[config.mk]
export PLATFORM = sky130hd
export DESIGN_NAME = phy_mgmt_master
export DESIGN_NICKNAME = d
export VERILOG_FILES = /design/src/rtl/phy_mgmt_pkg.sv /design/src/rtl/phy_mgmt_clkgen.sv /design/src/rtl/phy_mgmt_seq.sv /design/src/rtl/phy_mgmt_master.sv
export SDC_FILE = /design/constraint.sdc
export NUM_CORES = 1
export LEC_CHECK = 0
export CORE_MARGIN = 1
export CORE_UTILIZATION = 35
export DETAILED_ROUTE_END_ITERATION = 12
export DONT_BUFFER_PORTS = 1
export HOLD_SLACK_MARGIN = 0.1
export PLACE_DENSITY_LB_ADDON = 0.08
export SETUP_SLACK_MARGIN = 0.02
export SYNTH_ARGS = -nofsm -noshare
export SYNTH_HDL_FRONTEND = slang
export SYNTH_SLANG_ARGS = --single-unit
[constraint.sdc]
create_clock -name clk -period 6.25 [get_ports clk]
set_input_delay 0.3125 -clock clk [delete_from_list [all_inputs] [get_ports clk]]
set_output_delay 0.3125 -clock clk [all_outputs]
set_load 0.005 [all_outputs]
[src/rtl/phy_mgmt_pkg.sv]
package phy_mgmt_pkg;

  localparam int ADDR_W        = 5;
  localparam int DATA_W        = 16;
  localparam int PRE_BITS      = 32;
  localparam int RD_CMD_BITS   = 15;
  localparam int WR_FRAME_BITS = 32;
  localparam int RD_WIN_BITS   = 19;
  localparam int TAIL_BITS     = 2;
  localparam int SREG_W        = WR_FRAME_BITS;
  localparam int CNT_W         = $clog2(PRE_BITS);
  // turnaround slot plus data bits kept from the read window
  localparam int KEEP_W        = DATA_W + 1;

  typedef enum logic [2:0] {
    PH_IDLE,
    PH_PRE,
    PH_CMD,
    PH_RWIN,
    PH_TAIL
  } phase_e;

  // Frame left-aligned in the shift register, next bit in the MSB.
  function automatic logic [SREG_W-1:0] build_frame(
      input logic              is_read,
      input logic [ADDR_W-1:0] phy,
      input logic [ADDR_W-1:0] regad,
      input logic [DATA_W-1:0] wd);
    logic [SREG_W-1:0] f;
    if (is_read)
      f = {5'b10110, phy, regad, {(SREG_W - RD_CMD_BITS){1'b0}}};
    else
      f = {4'b0101, phy, regad, 2'b10, wd};
    return f;
  endfunction

endpackage

[src/rtl/phy_mgmt_clkgen.sv]
module phy_mgmt_clkgen #(
  parameter int HALF_CYC = 50
) (
  input  logic clk,
  input  logic rst,
  input  logic run,
  output logic mdc,
  output logic rise_ev,
  output logic fall_ev
);

  logic mdc_q;
  logic last_w;

  generate
    if (HALF_CYC <= 1) begin : g_nodiv
      assign last_w = 1'b1;
      always_ff @(posedge clk) begin
        if (rst || !run) mdc_q <= 1'b0;
        else             mdc_q <= ~mdc_q;
      end
    end else begin : g_div
      localparam int CW = $clog2(HALF_CYC);
      logic [CW-1:0] cnt_q;
      assign last_w = (cnt_q == CW'(HALF_CYC - 1));
      always_ff @(posedge clk) begin
        if (rst || !run) begin
          cnt_q <= '0;
          mdc_q <= 1'b0;
        end else if (last_w) begin
          cnt_q <= '0;
          mdc_q <= ~mdc_q;
        end else begin
          cnt_q <= cnt_q + 1'b1;
        end
      end
    end
  endgenerate

  assign mdc     = mdc_q;
  assign rise_ev = run && !mdc_q && last_w;
  assign fall_ev = run &&  mdc_q && last_w;

endmodule

[src/rtl/phy_mgmt_seq.sv]
module phy_mgmt_seq
  import phy_mgmt_pkg::*;
(
  input  logic              clk,
  input  logic              rst,
  input  logic              start,
  input  logic              rd_sel,
  input  logic              pre_en,
  input  logic [ADDR_W-1:0] phy_addr,
  input  logic [ADDR_W-1:0] reg_addr,
  input  logic [DATA_W-1:0] wr_data,
  input  logic              rise_ev,
  input  logic              fall_ev,
  input  logic              mdi,
  output logic              run,
  output logic              busy,
  output logic              done,
  output logic              mdo,
  output logic              mdo_oe,
  output logic [DATA_W-1:0] rd_data,
  output logic              err
);

  phase_e            st_q;
  logic [CNT_W-1:0]  cnt_q;
  logic [SREG_W-1:0] sreg_q;
  logic [KEEP_W-1:0] acc_q;
  logic              is_rd_q;
  logic              run_q, busy_q, done_q, mdo_q, oe_q, err_q;
  logic [DATA_W-1:0] rd_q;
  logic [SREG_W-1:0] frame_w;
  logic [CNT_W-1:0]  cmd_len_w;

  assign frame_w   = build_frame(rd_sel, phy_addr, reg_addr, wr_data);
  assign cmd_len_w = rd_sel ? CNT_W'(RD_CMD_BITS - 1) : CNT_W'(WR_FRAME_BITS - 1);

  always_ff @(posedge clk) begin
    if (rst) begin
      st_q    <= PH_IDLE;
      cnt_q   <= '0;
      sreg_q  <= '0;
      acc_q   <= '0;
      is_rd_q <= 1'b0;
      run_q   <= 1'b0;
      busy_q  <= 1'b0;
      done_q  <= 1'b0;
      mdo_q   <= 1'b0;
      oe_q    <= 1'b0;
      err_q   <= 1'b0;
      rd_q    <= '0;
    end else begin
      done_q <= 1'b0;
      // the idle slot at the end of the window is clocked but not kept
      if (rise_ev && st_q == PH_RWIN && cnt_q != '0)
        acc_q <= {acc_q[KEEP_W-2:0], mdi};
      case (st_q)
        PH_IDLE: begin
          if (start) begin
            is_rd_q <= rd_sel;
            busy_q  <= 1'b1;
            run_q   <= 1'b1;
            oe_q    <= 1'b1;
            acc_q   <= '0;
            if (pre_en) begin
              st_q   <= PH_PRE;
              cnt_q  <= CNT_W'(PRE_BITS - 1);
              mdo_q  <= 1'b1;
              sreg_q <= frame_w;
            end else begin
              st_q   <= PH_CMD;
              cnt_q  <= cmd_len_w;
              mdo_q  <= frame_w[SREG_W-1];
              sreg_q <= frame_w << 1;
            end
          end
        end
        PH_PRE: begin
          if (fall_ev) begin
            if (cnt_q == '0) begin
              st_q   <= PH_CMD;
              cnt_q  <= is_rd_q ? CNT_W'(RD_CMD_BITS - 1) : CNT_W'(WR_FRAME_BITS - 1);
              mdo_q  <= sreg_q[SREG_W-1];
              sreg_q <= sreg_q << 1;
            end else begin
              cnt_q <= cnt_q - 1'b1;
            end
          end
        end
        PH_CMD: begin
          if (fall_ev) begin
            if (cnt_q == '0) begin
              oe_q  <= 1'b0;
              mdo_q <= 1'b0;
              st_q  <= is_rd_q ? PH_RWIN : PH_TAIL;
              cnt_q <= is_rd_q ? CNT_W'(RD_WIN_BITS - 1) : CNT_W'(TAIL_BITS - 1);
            end else begin
              cnt_q  <= cnt_q - 1'b1;
              mdo_q  <= sreg_q[SREG_W-1];
              sreg_q <= sreg_q << 1;
            end
          end
        end
        PH_RWIN, PH_TAIL: begin
          if (fall_ev) begin
            if (cnt_q == '0) begin
              st_q   <= PH_IDLE;
              run_q  <= 1'b0;
              busy_q <= 1'b0;
              done_q <= 1'b1;
              if (is_rd_q) begin
                err_q <= acc_q[KEEP_W-1];
                rd_q  <= acc_q[KEEP_W-1] ? {DATA_W{1'b1}} : acc_q[DATA_W-1:0];
              end else begin
                err_q <= 1'b0;
              end
            end else begin
              cnt_q <= cnt_q - 1'b1;
            end
          end
        end
        default: st_q <= PH_IDLE;
      endcase
    end
  end

  assign run     = run_q;
  assign busy    = busy_q;
  assign done    = done_q;
  assign mdo     = mdo_q;
  assign mdo_oe  = oe_q;
  assign rd_data = rd_q;
  assign err     = err_q;

endmodule

[src/rtl/phy_mgmt_master.sv]
module phy_mgmt_master
  import phy_mgmt_pkg::*;
#(
  parameter int HALF_CYC = 50
) (
  input  logic              clk,
  input  logic              rst,
  input  logic              start,
  input  logic              rd_sel,
  input  logic              pre_en,
  input  logic [ADDR_W-1:0] phy_addr,
  input  logic [ADDR_W-1:0] reg_addr,
  input  logic [DATA_W-1:0] wr_data,
  output logic [DATA_W-1:0] rd_data,
  output logic              busy,
  output logic              done,
  output logic              err,
  output logic              mdc,
  output logic              mdo,
  output logic              mdo_oe,
  input  logic              mdi
);

  logic run_w, rise_w, fall_w;

  phy_mgmt_clkgen #(.HALF_CYC(HALF_CYC)) clkgen_i (
    .clk     (clk),
    .rst     (rst),
    .run     (run_w),
    .mdc     (mdc),
    .rise_ev (rise_w),
    .fall_ev (fall_w)
  );

  phy_mgmt_seq seq_i (
    .clk      (clk),
    .rst      (rst),
    .start    (start),
    .rd_sel   (rd_sel),
    .pre_en   (pre_en),
    .phy_addr (phy_addr),
    .reg_addr (reg_addr),
    .wr_data  (wr_data),
    .rise_ev  (rise_w),
    .fall_ev  (fall_w),
    .mdi      (mdi),
    .run      (run_w),
    .busy     (busy),
    .done     (done),
    .mdo      (mdo),
    .mdo_oe   (mdo_oe),
    .rd_data  (rd_data),
    .err      (err)
  );

endmodule

==> flow_metrics.py <==
metrics = {
    "sta": {
        "final.setup_skew_ns": 0.00710,
        "timing.final.crit_period_ns": 2.60,
        "finalWorstSetupSlack_ns": 3.65,
        "setup_total_negative_slack_ns": 0,
        "drv_slew": 0,
        "finalHoldViolCount": 0,
        "max-slew-margin-rel": 0.460,
        "clock.fmax_ghz": 0.385,
        "grt_setup_unrepaired": "no",
        "period_utilisation_layout": 0.416,
        "worst-slew-pin-transition_ns": 0.809,
        "number_of_endpoints_failing_setup_at_the_final_stage": 0,
    },
    "pwr": {
        "seq_power_share": 0.443,
        "power.static_leakage_nw": 1.73,
        "comb_power_share": 0.155,
        "switching_share": 0.280,
        "powerDensity_nw_per_um2": 283,
        "power_frac_clock": 0.403,
        "internal_power_mw": 0.992,
        "total_switching_power_mw": 0.385,
        "vdd.ir_drop.worst_v": 0.000119,
    },
    "min_path": {
        "timing.hold.worst.start": "mdi",
        "hold_path.class": "input port to flip-flop",
    },
    "clock_tree": {
        "clkSinkCount": 86,
        "tritoncts.num_buffers": 9,
        "cts-root-buf": "sky130_fd_sc_hd__clkbuf_16",
        "worstSkewPairLatency_ns": 0.34,
        "tritoncts": "built",
        "cts.path.max_buffers": 2,
        "clkSlewWorstSetupHoldPaths_ns": 0.07,
        "number_of_hold_repair_buffers_added_at_the_cts_stage": 1,
        "post_cts_setup_repair_buffer_count": 0,
        "post_cts_resized": 0,
        "h-tree-depth": 3,
    },
    "worst_setup_path": {
        "worst-endpoint-required_ns": 6.51,
        "worstSetupPathType": "flip-flop to flip-flop",
        "worst_ep_arrival_time_ns": 2.86,
        "startpoint": "seq_i.cnt_q[0]",
        "worst_r2r_startpoint": "seq_i.cnt_q[0]",
        "crit_path_end_kind": "flip-flop",
        "worstPathMaxFanout": 32,
        "critPathLaunchType": "flip-flop",
    },
    "layout": {
        "insertedDiodeCount": 0,
        "area_growth_syn_to_layout_pct": 8.43,
        "final_layout_size_suffix_gt1_frac": 0.0863,
        "finish.net_count": 543,
        "final-instance-count-excl-fill": 678,
        "fill_cells": 1277,
    },
    "global_route": {
        "initial_antenna_violation_count": 0,
        "grt_pass1_wl_um": 16900,
        "combined_global_route_utilization_of_all_metal_layers": 0.163,
        "global_route.overflow_total": 0,
        "first_global_vias": 3410,
        "grt_start_max_net_pins": 62,
    },
    "floorplan": {
        "top_level_ports": 54,
        "die_area_um2": 13300,
        "floorplan.core_area_um2": 12300,
        "fp.dieH_um": 115,
        "die_x_um": 115,
        "starting_density": 0.365,
        "placement_rows": 40,
    },
    "routing": {
        "drt_first_iter_violations": 188,
        "final_routed_wire_length_divided_by_cell_count_um": 14.7,
        "drt_pass1_iterations": 4,
        "finalWirelength_um": 10000,
        "vias_per_cell": 5.33,
        "drc_markers": 0,
        "postRouteAntennaNets": 0,
        "dr_total_vias": 3611,
    },
    "logic_synthesis": {
        "proportion_of_synthesized_chip_area_in_sequential_cells": 0.384,
        "synth.area.top_cells": "sky130_fd_sc_hd__dfxtp_1, sky130_fd_sc_hd__mux2i_1, sky130_fd_sc_hd__nor2_1",
        "synth_enable_flop_cells": 0,
        "post_synth.cell_area_avg_um2": 8.45,
        "synthesis.area_um2": 4480,
        "ys.warnings.count": 0,
        "synth_area_leader_cell": "sky130_fd_sc_hd__dfxtp_1",
        "count_leader_synth": "sky130_fd_sc_hd__nor2_1",
        "synth.top_cell.area_share": 0.384,
        "ys_types": 60,
        "synth.net_count": 568,
        "synth.top_cells.by_count": "sky130_fd_sc_hd__nor2_1, sky130_fd_sc_hd__dfxtp_1, sky130_fd_sc_hd__mux2i_1",
        "synthArstFlopShare": 0,
        "postSynthCellCount": 530,
        "synth-seq-cells": 86,
        "commonest_register_cell_after_synthesis": "sky130_fd_sc_hd__dfxtp_1",
    },
    "run": {
        "count_of_maximum_capacitance_violations": 0,
    },
    "placement": {
        "placedCellCount": 661,
        "place_worst_setup_slack_ns": 3.69,
        "numPortBuffers": 0,
        "detailedPlacementHpwl_um": 6480,
        "gpl.final_weighted_congestion": 0.840,
    },
    "outcome": {
        "run_status": "finished clean",
    },
}
-- registers in the layout, indices dropped and copies added, names as in the netlist --
signal / flops
seq_i.cnt_q: 5
clkgen_i.mdc: 1
seq_i.acc_q: 17
seq_i.rd_data: 16
seq_i.st_q: 3
seq_i.busy: 1
seq_i.mdo_oe: 1
clkgen_i.g_div.cnt_q: 6
seq_i.is_rd_q: 1
seq_i.mdo: 1
seq_i.err: 1
seq_i.sreg_q: 32
seq_i.done: 1
-- through the flow --
stage / hold WS, ns / util / total power [mW] / area [µm²]
2_1_floorplan: 0.434 / - / 0.798 / 4480
3_3_place_gp: 0.395 / 0.369 / 0.825 / 4520
3_5_place_dp: 0.396 / 0.369 / 0.825 / 4520
4_1_cts: 0.104 / 0.396 / 1.40 / 4860
5_1_grt: 0.132 / 0.396 / 1.45 / 4860
6_report: 0.120 / 0.396 / 1.38 / 4860
-- worst paths after layout --
path,end,slack [ns],depth (start not counted)
hold reg to reg,clkgen_i.g_div.cnt_q[0],0.48,1
setup reg to reg,seq_i.rd_data[1],3.65,8
hold / removal,seq_i.acc_q[0],0.12,2
setup / recovery,seq_i.rd_data[1],3.65,8
-- layout by cell type (no fill, tap or decap), drive strengths merged, types with 2 or more instances in the layout --
| cell type | instances |
|---|---|
| or3 | 2 |
| nor2 | 103 |
| nand2 | 39 |
| or3b | 2 |
| and3 | 12 |
| a311oi | 4 |
| nor3 | 22 |
| xnor2 | 3 |
| o32ai | 2 |
| ha | 6 |
| buf | 5 |
| xor2 | 4 |
| nand4 | 5 |
| clkinv | 3 |
| a21oi | 35 |
| o211a | 3 |
| inv | 14 |
| o21ai | 9 |
| nor3b | 4 |
| o31ai | 2 |
| mux2i | 48 |
| dfxtp | 86 |
| clkbuf | 10 |
| a211oi | 44 |
| nand2b | 2 |
| and2 | 4 |
| o32a | 2 |
| o311a | 2 |
| nor4 | 2 |
| nand3 | 7 |
| o21a | 2 |
-- worst max-delay path, cell delays in order, from the launching register on --
cell	delay, ns
sky130_fd_sc_hd__dfxtp_1	0.34
sky130_fd_sc_hd__inv_1	0.11
sky130_fd_sc_hd__ha_1	0.25
sky130_fd_sc_hd__or4b_1	0.63
sky130_fd_sc_hd__nor3_4	0.34
sky130_fd_sc_hd__and3_1	0.20
sky130_fd_sc_hd__buf_4	0.34
sky130_fd_sc_hd__nor2_1	0.10
sky130_fd_sc_hd__a211oi_2	0.19
-- layer usage --
layer  track usage  up-vias  part of all wire
met3        0.0385       16             0.040
met5             0        -                 0
met4        0.0797        0             0.017
met1         0.210     1675              0.49
li1              -     1850                 -
met2         0.257       70              0.45
-- cell type report --
type	instances	area [µm²]	area share
multi-input cells	390	2510	0.517
repair buffers	5	57.6	0.0118
clock inverters	6	68.8	0.0142
clock buffers	10	239	0.0492
inverters	13	48.8	0.0100
flip-flops and latches	86	1720	0.354
well taps	168	210	0.0433
-- logic make-up (layout without fill, tap and decap cells) --
group	Yosys count	count (layout)	synth area share
flops	86	86	0.384
compound gates	120	120	0.204
buf+inv	54	34	0.0578
fa+ha+maj	6	6	0.0168
xor+xnor	7	7	0.0137
mux	48	48	0.107
simple gates	209	209	0.216
-- power by group through the flow --
stage / clock network [mW] / logic, mW / registers, mW
2_1_floorplan: 0 / 0.189 / 0.609
6_report: 0.554 / 0.213 / 0.609
3_3_place_gp: 0 / 0.204 / 0.621
3_5_place_dp: 0 / 0.204 / 0.621
4_1_cts: 0.575 / 0.214 / 0.609
5_1_grt: 0.595 / 0.241 / 0.614
(Power assumes the default switching activity.)
